**config.mk**
```make
export PLATFORM = sky130hd
export DESIGN_NAME = prio_nest_intc
export DESIGN_NICKNAME = d
export VERILOG_FILES = /design/src/rtl/pnic_pkg.sv /design/src/rtl/pnic_regs.sv /design/src/rtl/pnic_arbiter.sv /design/src/rtl/pnic_nest.sv /design/src/rtl/prio_nest_intc.sv
export SDC_FILE = /design/constraint.sdc
export NUM_CORES = 1
export LEC_CHECK = 0
export CORE_ASPECT_RATIO = 0.9
export CORE_UTILIZATION = 55
export CTS_CLUSTER_DIAMETER = 60
export DETAILED_ROUTE_END_ITERATION = 7
export GPL_ROUTABILITY_DRIVEN = 1
export PLACE_DENSITY = 0.83
export SKIP_LAST_GASP = 1
export SLEW_MARGIN = 0
export SYNTH_ARGS = -nofsm -noshare
export SYNTH_HDL_FRONTEND = slang
export SYNTH_SLANG_ARGS = --single-unit
```
**constraint.sdc**
```tcl
create_clock -name clk -period 16.3 [get_ports clk]
set_input_delay 4.075 -clock clk [delete_from_list [all_inputs] [get_ports clk]]
set_output_delay 4.075 -clock clk [all_outputs]
set_load 0.05 [all_outputs]
```
**src/rtl/pnic_pkg.sv**
```systemverilog
// Shared constants and types for the prioritised nesting interrupt controller.
// Assumes a 4-bit register address and 8-bit register data.
package pnic_pkg;
    localparam int ADDR_W = 4;
    localparam int DATA_W = 8;
    localparam int PRIO_W = 3;
    localparam int LVL_W  = PRIO_W + 1;

    typedef logic [PRIO_W-1:0] prio_t;
    typedef logic [LVL_W-1:0]  lvl_t;

    // Traps sit one level above the largest programmable level.
    localparam lvl_t  TRAP_LVL   = lvl_t'(1 << PRIO_W);
    localparam prio_t PRIO_RESET = prio_t'(1);

    localparam logic [ADDR_W-1:0] A_ENABLE    = 4'd0;
    localparam logic [ADDR_W-1:0] A_PEND      = 4'd1;
    localparam logic [ADDR_W-1:0] A_TRAP      = 4'd2;
    localparam logic [ADDR_W-1:0] A_LEVEL     = 4'd3;
    localparam logic [ADDR_W-1:0] A_DEPTH     = 4'd4;
    localparam int                A_PRIO_BASE = 8;
endpackage

```
**src/rtl/pnic_regs.sv**
```systemverilog
// Register file: enable mask, sticky pending flags and per-source priorities,
// plus the combinational read mux. Assumes N_IRQ <= 8 and N_TRAP <= 8.
module pnic_regs
    import pnic_pkg::*;
#(
    parameter int N_IRQ   = 8,
    parameter int N_TRAP  = 2,
    parameter int DEPTH_W = 3
) (
    input  logic                    clk,
    input  logic                    rst_n,
    input  logic [N_IRQ-1:0]        irq_in,
    input  logic [N_TRAP-1:0]       trap_in,
    input  logic                    bus_we,
    input  logic [ADDR_W-1:0]       bus_addr,
    input  logic [DATA_W-1:0]       bus_wdata,
    output logic [DATA_W-1:0]       bus_rdata,
    input  lvl_t                    cur_lvl,
    input  logic [DEPTH_W-1:0]      depth,
    output logic [N_IRQ-1:0]        en_q,
    output logic [N_IRQ-1:0]        pend_q,
    output logic [N_TRAP-1:0]       tpend_q,
    output logic [N_IRQ-1:0][PRIO_W-1:0] prio_q
);
    logic [N_IRQ-1:0]  pend_clr;
    logic [N_TRAP-1:0] tpend_clr;

    // Decode write-one-to-clear strobes for both pending registers.
    always_comb begin
        pend_clr  = (bus_we && bus_addr == A_PEND) ? bus_wdata[N_IRQ-1:0]  : '0;
        tpend_clr = (bus_we && bus_addr == A_TRAP) ? bus_wdata[N_TRAP-1:0] : '0;
    end

    // Sticky pending flags; a new request beats a same-cycle clear.
    always_ff @(posedge clk) begin
        if (!rst_n) begin
            pend_q  <= '0;
            tpend_q <= '0;
        end else begin
            pend_q  <= (pend_q & ~pend_clr) | irq_in;
            tpend_q <= (tpend_q & ~tpend_clr) | trap_in;
        end
    end

    // Enable mask, all sources off out of reset.
    always_ff @(posedge clk) begin
        if (!rst_n)
            en_q <= '0;
        else if (bus_we && bus_addr == A_ENABLE)
            en_q <= bus_wdata[N_IRQ-1:0];
    end

    // One priority register per maskable source.
    for (genvar i = 0; i < N_IRQ; i++) begin : g_prio
        localparam logic [ADDR_W-1:0] MY_ADDR = ADDR_W'(A_PRIO_BASE + i);
        // Hold the programmed level of source i.
        always_ff @(posedge clk) begin
            if (!rst_n)
                prio_q[i] <= PRIO_RESET;
            else if (bus_we && bus_addr == MY_ADDR)
                prio_q[i] <= bus_wdata[PRIO_W-1:0];
        end
    end

    // Read mux for all software-visible state.
    always_comb begin
        bus_rdata = '0;
        case (bus_addr)
            A_ENABLE: bus_rdata[N_IRQ-1:0]  = en_q;
            A_PEND:   bus_rdata[N_IRQ-1:0]  = pend_q;
            A_TRAP:   bus_rdata[N_TRAP-1:0] = tpend_q;
            A_LEVEL:  bus_rdata[LVL_W-1:0]  = cur_lvl;
            A_DEPTH:  bus_rdata[DEPTH_W-1:0] = depth;
            default: begin
                for (int i = 0; i < N_IRQ; i++)
                    if (bus_addr == ADDR_W'(A_PRIO_BASE + i))
                        bus_rdata[PRIO_W-1:0] = prio_q[i];
            end
        endcase
    end
endmodule

```
**src/rtl/pnic_arbiter.sv**
```systemverilog
// Combinational winner selection. Scans vectors in ascending order and
// replaces the best only on a strictly higher level, so ties go to the
// lower vector. Traps follow the maskable sources in vector order.
module pnic_arbiter
    import pnic_pkg::*;
#(
    parameter int N_IRQ  = 8,
    parameter int N_TRAP = 2,
    parameter int VEC_W  = 4
) (
    input  logic [N_IRQ-1:0]             en_q,
    input  logic [N_IRQ-1:0]             pend_q,
    input  logic [N_TRAP-1:0]            tpend_q,
    input  logic [N_IRQ-1:0][PRIO_W-1:0] prio_q,
    output logic                         win_valid,
    output logic [VEC_W-1:0]             win_vec,
    output lvl_t                         win_lvl
);
    lvl_t src_lvl [N_IRQ];

    // Effective level of each maskable source, zero when not eligible.
    always_comb begin
        for (int i = 0; i < N_IRQ; i++)
            src_lvl[i] = (pend_q[i] && en_q[i]) ? {1'b0, prio_q[i]} : '0;
    end

    // Priority scan over all vectors.
    always_comb begin
        win_lvl = '0;
        win_vec = '0;
        for (int i = 0; i < N_IRQ; i++) begin
            if (src_lvl[i] > win_lvl) begin
                win_lvl = src_lvl[i];
                win_vec = VEC_W'(i);
            end
        end
        for (int j = 0; j < N_TRAP; j++) begin
            if (tpend_q[j] && TRAP_LVL > win_lvl) begin
                win_lvl = TRAP_LVL;
                win_vec = VEC_W'(N_IRQ + j);
            end
        end
        win_valid = (win_lvl != '0);
    end
endmodule

```
**src/rtl/pnic_nest.sv**
```systemverilog
// In-service level register and save stack. Assumes the caller never pushes
// when full; pop on an empty stack is ignored here.
module pnic_nest
    import pnic_pkg::*;
#(
    parameter int STACK_DEPTH = 4,
    parameter int DEPTH_W     = 3
) (
    input  logic               clk,
    input  logic               rst_n,
    input  logic               push,
    input  logic               pop,
    input  lvl_t               new_lvl,
    output lvl_t               cur_lvl,
    output logic [DEPTH_W-1:0] depth,
    output logic               full
);
    localparam int IDX_W = (STACK_DEPTH > 1) ? $clog2(STACK_DEPTH) : 1;

    lvl_t             stk [STACK_DEPTH];
    logic [IDX_W-1:0] push_idx;
    logic [IDX_W-1:0] top_idx;

    // Slot for the next push and the slot holding the newest entry.
    always_comb begin
        push_idx = IDX_W'(depth);
        top_idx  = IDX_W'(depth - 1'b1);
        full     = (depth == DEPTH_W'(STACK_DEPTH));
    end

    // Push on acknowledge, pop on return.
    always_ff @(posedge clk) begin
        if (!rst_n) begin
            cur_lvl <= '0;
            depth   <= '0;
            for (int k = 0; k < STACK_DEPTH; k++) stk[k] <= '0;
        end else if (pop) begin
            if (depth != '0) begin
                cur_lvl <= stk[top_idx];
                depth   <= depth - 1'b1;
            end
        end else if (push) begin
            stk[push_idx] <= cur_lvl;
            cur_lvl       <= new_lvl;
            depth         <= depth + 1'b1;
        end
    end
endmodule

```
**src/rtl/prio_nest_intc.sv**
```systemverilog
// Top of the prioritised nesting interrupt controller. Request to the core is
// combinational from registered state; acknowledge is honoured only while the
// request is high, and return takes precedence over a same-cycle acknowledge.
module prio_nest_intc
    import pnic_pkg::*;
#(
    parameter int N_IRQ       = 8,
    parameter int N_TRAP      = 2,
    parameter int STACK_DEPTH = 4,
    localparam int VEC_W      = $clog2(N_IRQ + N_TRAP),
    localparam int DEPTH_W    = $clog2(STACK_DEPTH + 1)
) (
    input  logic              clk,
    input  logic              rst_n,
    input  logic [N_IRQ-1:0]  irq_in,
    input  logic [N_TRAP-1:0] trap_in,
    input  logic              bus_we,
    input  logic [3:0]        bus_addr,
    input  logic [7:0]        bus_wdata,
    output logic [7:0]        bus_rdata,
    output logic              int_req,
    output logic [VEC_W-1:0]  int_vector,
    input  logic              int_ack,
    input  logic              int_ret
);
    logic [N_IRQ-1:0]             en_q;
    logic [N_IRQ-1:0]             pend_q;
    logic [N_TRAP-1:0]            tpend_q;
    logic [N_IRQ-1:0][PRIO_W-1:0] prio_q;
    logic                         win_valid;
    logic [VEC_W-1:0]             win_vec;
    lvl_t                         win_lvl;
    lvl_t                         cur_lvl;
    logic [DEPTH_W-1:0]           depth;
    logic                         full;
    logic                         push;

    pnic_regs #(.N_IRQ(N_IRQ), .N_TRAP(N_TRAP), .DEPTH_W(DEPTH_W)) u_regs (
        .clk(clk), .rst_n(rst_n), .irq_in(irq_in), .trap_in(trap_in),
        .bus_we(bus_we), .bus_addr(bus_addr), .bus_wdata(bus_wdata),
        .bus_rdata(bus_rdata), .cur_lvl(cur_lvl), .depth(depth),
        .en_q(en_q), .pend_q(pend_q), .tpend_q(tpend_q), .prio_q(prio_q)
    );

    pnic_arbiter #(.N_IRQ(N_IRQ), .N_TRAP(N_TRAP), .VEC_W(VEC_W)) u_arb (
        .en_q(en_q), .pend_q(pend_q), .tpend_q(tpend_q), .prio_q(prio_q),
        .win_valid(win_valid), .win_vec(win_vec), .win_lvl(win_lvl)
    );

    // Present the winner only if it beats the running routine and a slot is free.
    always_comb begin
        int_req    = win_valid && (win_lvl > cur_lvl) && !full;
        int_vector = win_vec;
        push       = int_ack && int_req && !int_ret;
    end

    pnic_nest #(.STACK_DEPTH(STACK_DEPTH), .DEPTH_W(DEPTH_W)) u_nest (
        .clk(clk), .rst_n(rst_n), .push(push), .pop(int_ret),
        .new_lvl(win_lvl), .cur_lvl(cur_lvl), .depth(depth), .full(full)
    );
endmodule

```
== Word level (Yosys, flattened, before mapping) ==
Memories as Yosys holds them, arrays and structs flattened.
Index checks and enable logic that the tools add are counted.
Word-level totals
  word-level logic and storage cells: 135
  output and inout bits: 13
  bits of input ports: 27
  memories: 1
  bits in registers: 49
  RAM bits: 16
Cells by class
  $add $sub $neg: 2
  mux-type cells: 55
  order comparisons: 11
  bitwise logic cells: 6
  equality and inequality tests: 14
  reduce and logical (&&, ||, !) cells: 33
Memory list
  u_nest.stk: words 4, width 4, rd ports 1, clocked after Yosys merged registers in 0, wr ports 4, line pnic_nest.sv:20  | lvl_t stk [STACK_DEPTH];
Operators with widths (number)
  3-bit 2-to-1 mux: 23
  4-bit 2-to-1 mux: 16
  4-bit equality test (second input constant): 8
  4-bit greater-than comparator: 8
  1-bit logical AND: 25
  2-bit case mux with 5 select lines: 1
  8-bit AND: 1
  4-bit by 2-bit equality test with 1-bit output (second input constant): 2
  4-bit greater-than comparator (first input constant): 2
  2-bit 2-to-1 mux: 4
  8-bit 2-to-1 mux: 1
  8-bit inverter: 1
  8-bit bitwise OR: 1
  4-bit case mux with 2 select lines: 1
  1-bit 2-to-1 mux: 7
  1-bit case mux with 5 select lines: 1
  4-bit by 1-bit equality test with 1-bit output (second input constant): 1
  4-bit by 3-bit equality test with 1-bit output (second input constant): 1
  4-bit by 1-bit greater-than comparator with 1-bit output (second input constant): 1
  4-bit zero test: 1
  4-bit nonzero test: 1
  4-bit OR reduction: 1
  3-bit by 1-bit adder with 3-bit output (second input constant): 1
  3-bit equality test (second input constant): 1
  10 further kinds: 11

== Depth between registers and ports, before layout ==
Gate-level depths: netlist of run 1.
  depth after elaboration: 35
  gate-level depth with buffers: 56
  mapped depth without buffers: 54

== By module ==
A second synthesis of run 1 with hierarchy kept.
Second synthesis, totals
  cells, all modules: 523
  area total of the unflattened synthesis: 4544.4 sq um
Modules (own cells, without submodules)
  pnic_regs: times used 1, area each 2153.3 sq um, sequential area each 840.8 sq um, cells each 247
  pnic_nest: times used 1, area each 1164.9 sq um, sequential area each 620.6 sq um, cells each 103
  pnic_arbiter: times used 1, area each 1104.8 sq um, sequential area each 0.0 sq um, cells each 157
  prio_nest_intc: times used 1, area each 121.4 sq um, sequential area each 0.0 sq um, cells each 16

== Worst setup path before layout of run 1 ==
OpenSTA, ideal clock, no wires.
  kind: register to output
  from: register u_regs.pend_q[1]
  to: output port int_req
  setup slack: 2.406 ns
  buffers on the path: 1
  stages on the path, launching flop included: 50
  data arrival time: 9.819 ns
  required time: 12.225 ns
  path through: dfxtp_1 > and3_2 > ha_1 > nor3b_2 > a211o_1 > a21oi_1 > nor2_1 > ha_1 > nand2b_1 > a21oi_1 > o211ai_1 > nand2_1 > ha_1 > nand2b_1 > a21oi_1 > o22ai_2 > o311ai_0 > o21a_1 > (+14 left out) > nor2b_1 > o32a_1 > and2_1 > clkbuf_1 > nor2_1 > a21oi_1 > ha_1 > a211o_1 > nand2_1 > nand2_1 > or4b_4 > nand2_1 > inv_1 > ha_1 > and3_1 > a221oi_1 > a221oi_1 > a21boi_0
On the way
  cells in the longest elaborated chain, start to end: 25
  elaborated cells on any way between the ends: 26
  classes of those cells: order compare: 10; mux: 10; reduce/logical: 6
RTL lines
  start: declaration: line pnic_regs.sv:21  | output logic [N_IRQ-1:0] pend_q,
  start signal: assignment: line pnic_regs.sv:40  | pend_q <= (pend_q & ~pend_clr) | irq_in;
  1-bit logical AND (*): line pnic_arbiter.sv:24  | src_lvl[i] = (pend_q[i] && en_q[i]) ? {1'b0, prio_q[i]} : '0;
  3-bit 2-to-1 mux (*): line pnic_arbiter.sv:24
  4-bit greater-than comparator: line pnic_arbiter.sv:32  | if (src_lvl[i] > win_lvl) begin
  4-bit 2-to-1 mux (*): line pnic_arbiter.sv:32
  4-bit greater-than comparator: line pnic_arbiter.sv:32
  4-bit 2-to-1 mux (*): line pnic_arbiter.sv:32
  4-bit greater-than comparator: line pnic_arbiter.sv:32
  4-bit 2-to-1 mux (*): line pnic_arbiter.sv:32
  (+8 left out)
  4-bit greater-than comparator: line pnic_arbiter.sv:38  | if (tpend_q[j] && TRAP_LVL > win_lvl) begin
  1-bit logical AND: line pnic_arbiter.sv:38
  4-bit 2-to-1 mux (*): line pnic_arbiter.sv:38
  4-bit greater-than comparator: line pnic_arbiter.sv:38
  1-bit logical AND: line pnic_arbiter.sv:38
  4-bit 2-to-1 mux (*): line pnic_arbiter.sv:38
  4-bit greater-than comparator or 4-bit nonzero test (tied branches): line prio_nest_intc.sv:52, pnic_arbiter.sv:43
  1-bit logical AND (*) (2 in a row): line prio_nest_intc.sv:52  | int_req = win_valid && (win_lvl > cur_lvl) && !full;
  end: declaration: line prio_nest_intc.sv:21  | output logic int_req,
Mark *: on every way between the ends. The rest lies on a longest branch, timed or not.

== Worst setup path in the final report of run 1 ==
Same ends and word-level chain as after synthesis.

==> flow_metrics.env, run 1 <==
export IMPL_status="completed"
export IMPL_setup_viol=0
export IMPL_hold_ws_ns=0.516
export IMPL_period_minus_slack_ns=15.07
export IMPL_async_reset_ff_share_pct=0
export IMPL_dp_hpwl_um=8730
export IMPL_grt_max_degree=38
export IMPL_syn_inst=523
export IMPL_drc=0
export IMPL_netlist_area_sq_um=4380
export IMPL_rows=30
export IMPL_drv_cap=0
export IMPL_track_usage_pct=31.0
export IMPL_cts_clk_slew_worst_paths_ns=0.08
export IMPL_die_y_um=86.6
export IMPL_arrival_ns=11.00
export IMPL_cts_tree="built"
export IMPL_cts_max_level=3
export IMPL_cts_hold_buffers=0
export IMPL_multi_input_area_sq_um=2690
export IMPL_first_pass_iters=5
export IMPL_viasPerCell=6.27
export IMPL_cts_resized=0
export IMPL_ir_drop_v=0.0000783
export IMPL_reg2reg_depth=51
export IMPL_drv_slew=0
export IMPL_grt_ovfl_total=0
export IMPL_antenna_found_initial=0
export IMPL_hold_viol_final=0
export IMPL_cts_buffers=9
export IMPL_nets=609
export IMPL_ff_latch_area_sq_um=1460
export IMPL_critical_path_max_fanout=9
export IMPL_power_leakage_uw=0.00203
export IMPL_hold_class="register to register"
export IMPL_routabilityCongestion=0.879
export IMPL_crit_required_ns=12.23
export IMPL_cts_setup_buffers=0
export IMPL_wl_um=11900
export IMPL_cts_root_buffer="clkbuf_8"
export IMPL_synth_seq_area_share_pct=33.4
export IMPL_layout_common_cells="67 x nor2_1, 56 x nand2_1, 49 x dfxtp_1"
export IMPL_worstSetupPathType="register to output port"
export IMPL_clock_path_buffers=2
export IMPL_syn_nets=585
export IMPL_fin_crit_sh_pct=92.5
export IMPL_start_util_pct=57.5
export IMPL_drt_iter0_drc=428
export IMPL_startpoint_type="register"
export IMPL_max_slew_margin_rel_pct=28.1
export IMPL_max_slew_worst_pin_slew_ns=1.06
export IMPL_setup_tns_final_ns=0
export IMPL_core_area_sq_um=7620
export IMPL_yosys_warnings=0
export IMPL_n_fill_cell=621
export IMPL_min_delay_path_depth=2
export IMPL_clk_latency_ns=0.35
export IMPL_grt_pass1_vias=3988
export IMPL_drive_gt1_share_pct=7.79
export IMPL_finalClockSkew_ns=0.0103
export IMPL_synth_edff_count=16
export IMPL_vias=4066
export IMPL_synth_area_per_cell_sq_um=8.37
export IMPL_clock_sinks=65
export IMPL_max_freq_ghz=0.0663
export IMPL_grt_pass1_wl_um=19400
export IMPL_syn_to_final_growth_pct=13.5
export IMPL_end_kind="output port"
export IMPL_ys_types=63
export IMPL_ios=40
export IMPL_synth_seq_cells=65
export IMPL_cp_common_cell="ha_1"
export IMPL_final_common_cell="nor2_1"
export IMPL_p_per_area_nw_per_um2=103
export IMPL_synth_top_flop_cell="dfxtp_1"
export IMPL_port_buffers=39
export IMPL_cp_slowest_cell="clkdlybuf4s50_1"
export IMPL_critical_path_max_stage_delay_ns=0.82
export IMPL_final_antenna_net_count=0
export IMPL_wl_per_cell_um=18.3
export IMPL_dieArea_sq_um=8320
export IMPL_rsz0062_at_grt="no"
export IMPL_insertedDiodeCount=0
export IMPL_die_w_um=96.0
## layer usage
| layer | routed length, um | GRT usage (%) | part of all wire [%] |
|---|---|---|---|
| met1 | 5030 | 41.9 | 42 |
| met2 | 5460 | 49.5 | 46 |
| met3 | 1160 | 6.84 | 9.7 |
| met4 | 232 | 9.09 | 2.0 |
| met5 | 0 | 0 | 0 |
## power breakdown
part	leakage, uW	switching [uW]	internal, uW
Clock	0.0000966	71.0	71.9
Combinational	0.00137	100	65.1
Sequential	0.000566	22.4	179
Total	0.00203	194	316
## layout make-up
| class | instances | share of cell area [%] |
|---|---|---|
| clock inverter | 7 | 1.54 |
| tap | 96 | 2.42 |
| clock buffer | 9 | 2.49 |
| sequential | 65 | 29.4 |
| timing repair buffer | 39 | 7.85 |
| multi-input combinational | 402 | 54.0 |
| inverter | 30 | 2.27 |
## final timing paths
path / from / to / slack (ns)
max: u_regs.pend_q[1]$_SDFF_PN0_ / int_req / 1.23
min: u_regs.prio_q[8]$_SDFFE_PN0P_ / u_regs.prio_q[8]$_SDFFE_PN0P_ / 0.52
max reg2reg: u_regs.pend_q[1]$_SDFF_PN0_ / u_nest.stk[3][0]$_DFFE_PP_ / 4.89
min reg2reg: u_regs.prio_q[8]$_SDFFE_PN0P_ / u_regs.prio_q[8]$_SDFFE_PN0P_ / 0.52
## registers in the layout (all words and copies together), names as in the netlist
register        cells
u_nest.stk         16
u_regs.pend_q       8
u_regs.prio_q      24
u_regs.tpend_q      2
u_regs.en_q         8
u_nest.cur_lvl      4
u_nest.depth        3
## synth_stat cells, types with 7 or more instances
| master | n | area share (%) |
|---|---|---|
| mux2i_1 | 32 | 7.3 |
| edfxtp_1 | 16 | 11 |
| o21ai_0 | 17 | 1.9 |
| ha_1 | 35 | 10 |
| clkbuf_1 | 20 | 1.7 |
| a21oi_1 | 39 | 4.5 |
| nor2_1 | 67 | 5.7 |
| nor3_1 | 17 | 1.9 |
| dfxtp_1 | 49 | 22 |
| and3_1 | 8 | 1.1 |
| inv_1 | 29 | 2.5 |
| nand2_1 | 56 | 4.8 |
| nand3_1 | 29 | 3.3 |
| nand2b_1 | 8 | 1.1 |
| mux2_2 | 7 | 1.8 |
## metrics by stage
stage	std cells	util (%)	setup slack (ns)	power, uW	area (sq um)
floorplan	523	-	2.41	322	4380
global placement	632	62.6	2.08	359	4770
detailed placement	632	62.6	1.70	366	4770
CTS	648	65.2	1.28	508	4970
global route	648	65.2	0.393	533	4970
finish	648	65.2	1.23	510	4970
## cell families (layout without fill, tap and decap cells)
| family | count (synthesis) | count (layout) | share of synthesized area (%) |
|---|---|---|---|
| muxes | 43 | 43 | 11.2 |
| adders and majority gates | 35 | 35 | 10.0 |
| buffers and inverters | 56 | 85 | 5.26 |
| AOI/OAI and AO/OA | 114 | 114 | 17.6 |
| and+or+nand+nor | 208 | 208 | 22.2 |
| DFF | 65 | 65 | 33.4 |
| xor gates and xnor gates | 2 | 2 | 0.400 |
## critical path, delay by kind of cell (launching register included)
| kind | cells | cell delay [ns] |
|---|---|---|
| AOI/OAI and AO/OA | 19 | 4.38 |
| and+or+nand+nor | 19 | 2.75 |
| adders and majority gates | 8 | 2.16 |
| buffers and inverters | 4 | 1.00 |
| DFF | 1 | 0.36 |
(Power assumes the default switching activity.)
==> run 2, diff against run 1 <==
Settings changed: CORE_UTILIZATION 55 to 69, DONT_BUFFER_PORTS from default to 1, PLACE_DENSITY 0.83 to 0.91.
Clock period 16.3 ns to 17.4 ns, I/O delays scaled along.
==> run 2 against run 1 <==
  * Wire length fell by 1.1%
  * Design area shrank 8.4%
  * Non-clock buffer count decreased by 38
  * Core utilization is 9.3 points higher
  * First-iteration DRC count grew 11%
  * Critical path depth is 1 lower
  * Largest cell class unchanged
==> flow_metrics.env, run 2 (same netlist as run 1, synthesis figures left out) <==
export IMPL_finalClockSkew_ns=0.0134
export IMPL_reg_top3="u_regs.prio_q x24, u_nest.stk x16"
export IMPL_cp_common_cell="ha_1"
export IMPL_final_antenna_net_count=0
export IMPL_seqPwrFrac_pct=43.1
export IMPL_end_kind="output port"
export IMPL_drv_cap=0
export IMPL_status="completed"
export IMPL_core_area_sq_um=6110
export IMPL_clk_latency_ns=0.35
export IMPL_hold_start="u_regs.prio_q[23]$_SDFFE_PN0P_"
export IMPL_wl_per_cell_um=19.5
export IMPL_rows=27
export IMPL_grt_pass1_vias=3698
export IMPL_setup_tns_final_ns=0
export IMPL_die_y_um=77.6
export IMPL_worstSetupPathType="register to output port"
export IMPL_clock_sinks=65
export IMPL_n_fill_cell=424
export IMPL_cts_tree="built"
export IMPL_power_leakage_uw=0.00187
export IMPL_max_slew_margin_rel_pct=17.8
export IMPL_dp_hpwl_um=8570
export IMPL_ios=40
export IMPL_clock_path_buffers=2
export IMPL_grt_ovfl_total=0
export IMPL_cts_resized=0
export IMPL_period_minus_slack_ns=15.43
export IMPL_hold_viol_final=0
export IMPL_p_per_area_nw_per_um2=96.4
export IMPL_power_uw=439
export IMPL_vias=4028
export IMPL_grt_max_degree=38
export IMPL_antenna_found_initial=0
export IMPL_final_common_cell="nor2_1"
export IMPL_drt_iter0_drc=474
export IMPL_fin_cells=601
export IMPL_fin_crit_sh_pct=88.7
export IMPL_drt_met1_wl_um=4710
export IMPL_hold_class="register to register"
export IMPL_critical_path_max_fanout=9
export IMPL_hold_ws_ns=0.530
export IMPL_dieArea_sq_um=6670
export IMPL_p_comb_share_pct=31.1
export IMPL_die_w_um=86.0
export IMPL_crit_required_ns=13.05
export IMPL_first_pass_iters=5
export IMPL_rsz0062_at_grt="no"
export IMPL_power_switching_uw=170
export IMPL_syn_to_final_growth_pct=4.06
export IMPL_placed_area_sq_um=4380
export IMPL_drive_gt1_share_pct=8.56
export IMPL_max_freq_ghz=0.0648
export IMPL_reg2reg_depth=51
export IMPL_cts_buffers=9
export IMPL_dp_cells=585
export IMPL_setup_viol=0
export IMPL_min_delay_path_depth=2
export IMPL_track_usage_pct=36.8
export IMPL_p_sw_share_pct=38.7
export IMPL_drv_slew=0
export IMPL_top_layer="met4"
export IMPL_r2r_slack_ns=5.78
export IMPL_viasPerCell=6.70
export IMPL_cts_root_buffer="clkbuf_8"
export IMPL_nets=571
export IMPL_crit_path_start="u_regs.pend_q[1]$_SDFF_PN0_"
export IMPL_arrival_ns=11.08
export IMPL_drc=0
export IMPL_cts_hold_buffers=0
export IMPL_max_slew_worst_pin_slew_ns=1.23
export IMPL_p_clk_share_pct=25.9
export IMPL_layout_common_cells="67 x nor2_1, 56 x nand2_1, 49 x dfxtp_1"
export IMPL_port_buffers=0
export IMPL_insertedDiodeCount=0
export IMPL_routabilityCongestion=1.01
export IMPL_ir_drop_v=0.0000914
export IMPL_top_register="u_regs.prio_q"
export IMPL_critical_path_max_stage_delay_ns=0.85
export IMPL_cts_setup_buffers=0
export IMPL_internal_power_uw=269
export IMPL_design_area_sq_um=4560
export IMPL_met3_length_um=1640
export IMPL_wl_met2_um=5130
export IMPL_start_util_pct=71.6
export IMPL_wl_um=11700
export IMPL_largest_register_ffs=24
export IMPL_grt_pass1_wl_um=18700
export IMPL_r2r_start="u_regs.pend_q[1]$_SDFF_PN0_"
export IMPL_cts_max_level=3
export IMPL_cts_clk_slew_worst_paths_ns=0.07
export IMPL_startpoint_type="register"
export IMPL_cp_slowest_cell="a21boi_1"
==> run 2: area by class of cell <==
| type | count | area [sq um] | share of cell area, % |
|---|---|---|---|
| inverters | 30 | 113 | 2.47 |
| well taps | 87 | 109 | 2.39 |
| clock buffers | 10 | 128 | 2.80 |
| flip-flops and latches | 65 | 1460 | 32.1 |
| repair buffers | 1 | 7.51 | 0.165 |
| multi-input cells | 402 | 2690 | 59.1 |
| clock inverters | 6 | 43.8 | 0.961 |
==> run 2: critical path, delay by kind of cell, from the launching register on <==
family | cells | cell delay [ns]
AO/OA/AOI/OAI | 19 | 5.16
AND/OR/NAND/NOR | 19 | 2.81
adder cells (fa/ha/maj) | 8 | 2.20
flip-flops | 1 | 0.36
buffers and inverters | 3 | 0.21
==> run 2: power by group through the flow <==
stage,Combinational (uW),Clock (uW),Sequential (uW)
final,136,114,189
after global routing,147,121,190
after CTS,134,114,188
after detailed placement,133,0,191
after global placement,127,0,190
after floorplan,123,0,179
==> run 2: final timing paths <==
check / to
setup / recovery: int_req
hold / removal: u_regs.prio_q[23]$_SDFFE_PN0P_
setup reg to reg: u_nest.stk[3][0]$_DFFE_PP_
hold reg to reg: u_regs.prio_q[23]$_SDFFE_PN0P_
==> run 2: per-stage QoR <==
step,util (%),worst slack [ns]
floorplan,-,3.23
global placement,71.7,3.08
detailed placement,71.7,2.54
CTS,74.5,2.15
global route,74.5,1.20
finish,74.5,1.97
==> run 2: metal layers <==
| layer | track usage (%) | up-vias |
|---|---|---|
| li1 | - | 1851 |
| met1 | 50.5 | 1853 |
| met2 | 56.7 | 288 |
| met3 | 10.4 | 36 |
| met4 | 9.83 | 0 |
| met5 | 0 | - |
